### src/rtl/prbsmon_pkg.sv
package prbsmon_pkg;

  typedef enum logic {
    ST_HUNT = 1'b0,
    ST_LOCK = 1'b1
  } sync_st_t;

endpackage

### src/rtl/prbsmon_rstsync.sv
module prbsmon_rstsync #(
  parameter int STAGES = 2
) (
  input  logic clk,
  input  logic rst_n,
  output logic rst_sync_n
);

  logic [STAGES-1:0] sr_q;
  logic [STAGES-1:0] sr_d;

  always_comb begin
    sr_d = {sr_q[STAGES-2:0], 1'b1};
  end

  always_ff @(posedge clk or negedge rst_n) begin
    if (!rst_n) begin
      sr_q <= '0;
    end else begin
      sr_q <= sr_d;
    end
  end

  assign rst_sync_n = sr_q[STAGES-1];

endmodule

### src/rtl/prbsmon_refgen.sv
module prbsmon_refgen #(
  parameter int LEN   = 15,
  parameter int TAP_A = 14,
  parameter int TAP_B = 15
) (
  input  logic clk,
  input  logic rst_n,
  input  logic adv,
  input  logic free_run,
  input  logic rx_bit,
  output logic pred_bit
);

  localparam logic [LEN-1:0] TAP_MASK =
    (LEN'(1) << (TAP_A - 1)) | (LEN'(1) << (TAP_B - 1));

  logic [LEN-1:0] hist_q;
  logic [LEN-1:0] hist_d;
  logic           shift_in;

  // Feedback taken from the selected history stages.
  assign pred_bit = ^(hist_q & TAP_MASK);

  // Locked: self-running; hunting: reseeded from the line.
  always_comb begin
    shift_in = free_run ? pred_bit : rx_bit;
    hist_d   = hist_q;
    if (adv) begin
      hist_d = {hist_q[LEN-2:0], shift_in};
    end
  end

  always_ff @(posedge clk or negedge rst_n) begin
    if (!rst_n) begin
      hist_q <= '0;
    end else begin
      hist_q <= hist_d;
    end
  end

endmodule

### src/rtl/prbsmon_syncfsm.sv
module prbsmon_syncfsm
  import prbsmon_pkg::*;
#(
  parameter int LOCK_RUN = 32,
  parameter int LOSS_RUN = 4
) (
  input  logic     clk,
  input  logic     rst_n,
  input  logic     adv,
  input  logic     match,
  output sync_st_t st_q
);

  localparam int MW = $clog2(LOCK_RUN + 1);
  localparam int EW = $clog2(LOSS_RUN + 1);
  localparam logic [MW-1:0] M_LAST = MW'(LOCK_RUN - 1);
  localparam logic [EW-1:0] E_LAST = EW'(LOSS_RUN - 1);

  sync_st_t      st_d;
  logic [MW-1:0] mrun_q, mrun_d;
  logic [EW-1:0] erun_q, erun_d;

  always_comb begin
    st_d   = st_q;
    mrun_d = mrun_q;
    erun_d = erun_q;
    if (adv) begin
      case (st_q)
        ST_HUNT: begin
          erun_d = '0;
          if (match) begin
            if (mrun_q == M_LAST) begin
              st_d   = ST_LOCK;
              mrun_d = '0;
            end else begin
              mrun_d = mrun_q + 1'b1;
            end
          end else begin
            mrun_d = '0;
          end
        end
        ST_LOCK: begin
          mrun_d = '0;
          if (match) begin
            erun_d = '0;
          end else if (erun_q == E_LAST) begin
            st_d   = ST_HUNT;
            erun_d = '0;
          end else begin
            erun_d = erun_q + 1'b1;
          end
        end
        default: begin
          st_d   = ST_HUNT;
          mrun_d = '0;
          erun_d = '0;
        end
      endcase
    end
  end

  always_ff @(posedge clk or negedge rst_n) begin
    if (!rst_n) begin
      st_q   <= ST_HUNT;
      mrun_q <= '0;
      erun_q <= '0;
    end else begin
      st_q   <= st_d;
      mrun_q <= mrun_d;
      erun_q <= erun_d;
    end
  end

endmodule

### src/rtl/prbsmon_errflag.sv
module prbsmon_errflag (
  input  logic clk,
  input  logic rst_n,
  input  logic adv,
  input  logic locked,
  input  logic match,
  output logic err_q
);

  logic err_d;

  always_comb begin
    err_d = adv & locked & ~match;
  end

  always_ff @(posedge clk or negedge rst_n) begin
    if (!rst_n) begin
      err_q <= 1'b0;
    end else begin
      err_q <= err_d;
    end
  end

endmodule

### src/rtl/prbs_sync_mon.sv
module prbs_sync_mon
  import prbsmon_pkg::*;
#(
  parameter int LFSR_LEN   = 15,
  parameter int TAP_A      = 14,
  parameter int LOCK_RUN   = 32,
  parameter int LOSS_RUN   = 4,
  parameter int RST_STAGES = 2
) (
  input  logic clk,
  input  logic rst_n,
  input  logic bit_vld,
  input  logic bit_in,
  output logic oos,
  output logic bit_err
);

  logic     rst_i_n;
  logic     pred_bit;
  logic     match;
  logic     locked;
  sync_st_t st;

  prbsmon_rstsync #(.STAGES(RST_STAGES)) u_rst (
    .clk       (clk),
    .rst_n     (rst_n),
    .rst_sync_n(rst_i_n)
  );

  prbsmon_refgen #(
    .LEN  (LFSR_LEN),
    .TAP_A(TAP_A),
    .TAP_B(LFSR_LEN)
  ) u_ref (
    .clk     (clk),
    .rst_n   (rst_i_n),
    .adv     (bit_vld),
    .free_run(locked),
    .rx_bit  (bit_in),
    .pred_bit(pred_bit)
  );

  assign match  = (bit_in == pred_bit);
  assign locked = (st == ST_LOCK);

  prbsmon_syncfsm #(
    .LOCK_RUN(LOCK_RUN),
    .LOSS_RUN(LOSS_RUN)
  ) u_fsm (
    .clk  (clk),
    .rst_n(rst_i_n),
    .adv  (bit_vld),
    .match(match),
    .st_q (st)
  );

  prbsmon_errflag u_err (
    .clk   (clk),
    .rst_n (rst_i_n),
    .adv   (bit_vld),
    .locked(locked),
    .match (match),
    .err_q (bit_err)
  );

  assign oos = ~locked;

endmodule

### config.mk
export PLATFORM = sky130hd
export DESIGN_NAME = prbs_sync_mon
export DESIGN_NICKNAME = d
export VERILOG_FILES = /design/src/rtl/prbsmon_pkg.sv /design/src/rtl/prbsmon_rstsync.sv /design/src/rtl/prbsmon_refgen.sv /design/src/rtl/prbsmon_syncfsm.sv /design/src/rtl/prbsmon_errflag.sv /design/src/rtl/prbs_sync_mon.sv
export SDC_FILE = /design/constraint.sdc
export NUM_CORES = 1
export LEC_CHECK = 0
export BUFFER_PORTS_ARGS = -buffer_cell sky130_fd_sc_hd__buf_2
export CORE_MARGIN = 2
export CORE_UTILIZATION = 58
export DETAILED_ROUTE_END_ITERATION = 16
export GPL_ROUTABILITY_DRIVEN = 0
export PLACE_DENSITY = 0.76
export SYNTH_ARGS = -nofsm -noshare
export SYNTH_HDL_FRONTEND = slang
export SYNTH_SLANG_ARGS = --single-unit
### constraint.sdc
create_clock -name clk -period 1.1 [get_ports clk]
set_input_delay 0.11 -clock clk [delete_from_list [all_inputs] [get_ports clk]]
set_output_delay 0.11 -clock clk [all_outputs]
set_load 0.005 [all_outputs]
After elaboration in Yosys (flattened, before gate mapping) --
Index checks and enable logic that the tools add are counted.
Word-level totals: output and inout bits 2, word-level logic and storage cells 28, bits in registers 28, bits of input ports 4
Operators by class: multiplexer cells 12, add/sub/neg operators 2, bitwise operators 4, equality and inequality tests 3, reduce and logical (&&, ||, !) cells 1
Operators by type and width (count):
- 15-bit XOR reduction | 1
- 6-bit 2-to-1 mux | 2
- 6-bit one-hot mux with 2 select lines | 1
- 6-bit by 1-bit adder with 6-bit output (second input constant) | 1
- 6-bit by 5-bit == test with 1-bit output (second input constant) | 1
- 3-bit 2-to-1 mux | 2
- 3-bit one-hot mux with 2 select lines | 1
- 1-bit 2-to-1 mux | 5
- 3-bit by 1-bit adder with 3-bit output (second input constant) | 1
- 3-bit by 2-bit == test with 1-bit output (second input constant) | 1
- 1-bit AND | 2
- 1-bit inverter | 2
- 1-bit one-hot mux with 2 select lines | 1
- 1-bit == test | 1

Longest topological paths before layout --
word-level depth 4, mapped depth 4, depth with buffers taken out 4

By module --
Synthesis repeated with hierarchy kept, for this count alone.
Second synthesis, totals: cell total of the unflattened synthesis 93, area, all modules 1271.2 sq um
Modules (own cells, without submodules):
- prbsmon_refgen | seq. area each 375.4 sq um, cells an instance 36, area an instance 641.9 sq um, times used 1
- prbsmon_syncfsm | seq. area each 250.2 sq um, cells an instance 50, area an instance 529.3 sq um, times used 1
- prbsmon_rstsync | seq. area each 50.0 sq um, cells an instance 3, area an instance 53.8 sq um, times used 1
- prbsmon_errflag | seq. area each 25.0 sq um, cells an instance 2, area an instance 33.8 sq um, times used 1
- prbs_sync_mon | seq. area each 0.0 sq um, cells an instance 2, area an instance 12.5 sq um, times used 1

Worst setup path before layout --
Ideal clock, no wire load.
path type register to register, start register u_ref.hist_q[14], end register u_fsm.erun_q[2], stages on the path, launching flop included 4, period minus slack after synthesis 1.428 ns, setup time 0.077 ns, data required time 1.023 ns, slack -0.328 ns, arrival time 1.351 ns, cell sequence dfrtp_1 > xnor3_2 > or4_1 > a21oi_1
On the way: cells in the longest elaborated chain, start to end 4
Ends and longest elaborated chain:
- start: declaration | line prbsmon_refgen.sv:17 | logic [LEN-1:0] hist_q;
- start signal: assignment | line prbsmon_refgen.sv:37 | hist_q <= hist_d;
- 15-bit XOR reduction | line prbsmon_refgen.sv:22 | assign pred_bit = ^(hist_q & TAP_MASK);
- 1-bit == test | line prbs_sync_mon.sv:43 | assign match = (bit_in == pred_bit);
- 3-bit 2-to-1 mux | line prbsmon_syncfsm.sv:44 | if (match) begin
- 3-bit one-hot mux with 2 select lines | line prbsmon_syncfsm.sv:28 | case (st_q)
- end signal: assignment | line prbsmon_syncfsm.sv:70 | erun_q <= erun_d;
- end: declaration | line prbsmon_syncfsm.sv:21 | logic [EW-1:0] erun_q, erun_d;
No other way between the ends. A chain may end at the register's enable or synchronous reset.

Worst setup path after layout --
Same ends and word-level chain as after synthesis.

==> run_results.csv <==
group,metric,value,unit
layout,antenna_cells,0,
die,coreArea,0.00194,mm²
route,drc,0,
timing,rsz0062_at_grt,"yes",
die,die-area,0.00240,mm²
placement,pre_cts_slack,-320,ps
layout,fin_util,76.5,%
worst_setup_path,critical_path_class,"flip-flop to flip-flop",
logic_synthesis,synth_edf_count,0,
power,vdd_ir_drop_max,1.57,mV
logic_synthesis,ys_seq_area_share,59.6,%
grt,grtUsageTotal,19.6,%
placement,dp_cells,135,
worst_setup_path,crit_family,"flip-flops",
timing,finalHoldViolations,0,
logic_synthesis,syn_nets,94,
logic_synthesis,syn_area,0.00118,mm²
die,row_count,16,
logic_synthesis,yosysMostFrequentCell,"dfrtp_1",
power,powerDensity,2140,mW/mm²
logic_synthesis,synth.top_cell.area_share,59.6,%
timing,setup_slack,-353,ps
worst_setup_path,cp-end-kind,"flip-flop",
worst_setup_path,crit_slowest_cell,"dfrtp_1",
timing,fin_tns_setup,-3230,ps
die,die_w,49.0,µm
run_status,violations,"setup timing",
worst_setup_path,cp_slowest_stage_delay,430,ps
clocking,cts_tree,"done",
logic_synthesis,synth_top_area_cell,"dfrtp_1",
route,wirelength,2.22,mm
die,start_util,60.6,%
logic_synthesis,synth_common_cells,"dfrtp_1, mux2_2, a21oi_1",
run_status,outcome,"complete, but fails checks",
placement,dpl_cell_area,0.00137,mm²
logic_synthesis,syn_area_per_cell,13.4,µm²
route,wl_per_cell,15.7,µm
route,drt_first_pass_iters,4,
worst_setup_path,crit_fanout,3,
placement,dpl.hpwl,1.42,mm
worst_setup_path,cp_num_buf_inv,0,
grt,grt_pass1_vias,827,
worst_setup_path,path_cells,"xnor3_2 > or4_4 > a21oi_2",
grt,antenna_found_initial,0,
layout,layout.nets,121,
layout,layoutNonFillerInstCount,141,
worst_setup_path,worst_setup_path_start_kind,"flip-flop",
route,vias,795,
die,die_h,49.0,µm
timing,setup_violations,12,
clocking,clk-insertion-delay-late,320,ps
logic_synthesis,ys_ff_latch,28,
grt,grt_first_pass_wirelength,3.62,mm
route,postRouteAntennaNets,0,
worst_setup_path,arrival,1710,ps
grt,grt_max_degree,27,
layout,drive_gt1_share,44.7,%
timing,slew_violations,0,
grt,grt_overflow,0,
die,ios,6,
worst_setup_path,critical_path_required,1360,ps
timing,max_freq,0.688,GHz
clocking,cts_made_buffers,3,
timing,min_period,1450,ps
logic_synthesis,syn_inst,88,
route,drt_iter0_markers,6,
logic_synthesis,synth_ff_type,"dfrtp_1",
power,p_leak,0.691,nW
layout,multiInputGateArea,492,µm²
logic_synthesis,async_flop_share,100,%
logic_synthesis,yosys.cell_types.count,32,
placement,io_buffers,5,
logic_synthesis,yosys-top-cells-area,"dfrtp_1, mux2_2, ha_1, xnor3_2, a21oi_1",
clocking,clkTransAtPathRegs,140,ps
clocking,cts_buffer_depth,2,
route,vias_per_cell,5.64,
clocking,root_buffer,"clkbuf_4",
timing,fin_skew,0.962,ps
layout,stdcell_area,0.00149,mm²
logic_synthesis,yosysWarnings,0,
run,drv_cap,0,
layout,n_fill_cell,119,
worst_setup_path,ff2ff_setup_slack,-350,ps
layout,seq_area,701,µm²
min_path,min_path_type,"primary input to async pin",
clocking,htreeDepth,1,
clocking,clock_sinks,28,
timing,finalCritPeriodShare,132,%
layout,area_growth,26.4,%
## logic make-up (layout without fill, tap and decap cells)
| group | Yosys count | in the layout | share of synthesized area [%] |
|---|---|---|---|
| flip-flops | 28 | 28 | 59.6 |
| multiplexers | 15 | 15 | 14.3 |
| AO/OA/AOI/OAI | 15 | 15 | 9.15 |
| adder cells (fa/ha/maj) | 2 | 2 | 2.13 |
| AND/OR/NAND/NOR | 18 | 18 | 8.41 |
| buffers and inverters | 5 | 31 | 1.91 |
| XOR/XNOR | 4 | 4 | 4.26 |
| other | 1 | 1 | 0.319 |
## cell type report
| type | instances | share of cell area, % |
|---|---|---|
| sequential | 28 | 47.1 |
| multi-input combinational | 55 | 33.1 |
| timing repair buffer | 24 | 13.2 |
| tap | 27 | 2.27 |
| clock inverter | 1 | 2.02 |
| clock buffer | 3 | 1.52 |
| inverter | 3 | 0.758 |
## routing by layer
| metal | global-route usage, % | vias to the layer above | share of wire [%] |
|---|---|---|---|
| li1 | - | 376 | - |
| met1 | 25.4 | 397 | 43 |
| met2 | 33.6 | 18 | 52 |
| met3 | 3.68 | 4 | 3.2 |
| met4 | 6.19 | 0 | 1.6 |
| met5 | 0 | - | 0 |
## power by group
part / internal [W] / leakage, nW / switching [W] / total [W]
clock network: 0.000368 / 0.0279 / 0.000289 / 0.000657
logic: 0.000630 / 0.307 / 0.000429 / 0.00106
registers: 0.00131 / 0.356 / 0.000158 / 0.00147
total: 0.00231 / 0.691 / 0.000876 / 0.00319
## layout by cell type (no fill, tap or decap), types with 2 or more instances in the layout
cell type,netlist,final
xor2_1,2,2
o21ai_0,2,2
clkbuf_4,0,3
buf_6,0,3
buf_2,0,4
nand4_1,3,3
nand2_1,3,3
buf_4,1,15
a22o_1,2,2
mux2_2,14,14
a21oi_1,4,2
dfrtp_1,28,28
nor2_1,3,3
nand3_1,2,2
## registers in the layout (all words and copies together), names as in the netlist
register	cells
u_err.err_q	1
u_fsm.mrun_q	6
u_fsm.st_q	1
u_ref.hist_q	15
u_fsm.erun_q	3
u_rst.sr_q	2
## worst paths after layout
| kind | from | to | cells after the start |
|---|---|---|---|
| min in group clk | bit_vld | u_fsm.erun_q[2] | 3 |
| setup / recovery | u_ref.hist_q[14] | u_fsm.erun_q[2] | 3 |
| hold / removal | rst_n | u_rst.sr_q[1] | 2 |
| hold reg to reg | u_rst.sr_q[1] | u_ref.hist_q[12] | 1 |
| setup reg to reg | u_ref.hist_q[14] | u_fsm.erun_q[2] | 3 |
| max in group asynchronous | u_rst.sr_q[1] | u_ref.hist_q[4] | 1 |
## timing repair
| item | in CTS | in global routing |
|---|---|---|
| hold endpoints to repair | 2 | 0 |
| hold buffers | 1 | 0 |
| resized for setup | 7 | 4 |
| buffers inserted | 1 | 2 |
| pin swaps | 1 | 3 |
| setup endpoints to repair | 12 | 13 |
## metrics by stage
stage	total power, W	hold slack [ps]
after global placement	0.00229	-106
after global routing	0.00336	105
after detailed placement	0.00235	-102
final	0.00319	74.1
after floorplan	0.00198	-186
after CTS	0.00314	69.9
Power figures use the tool's default switching activity.
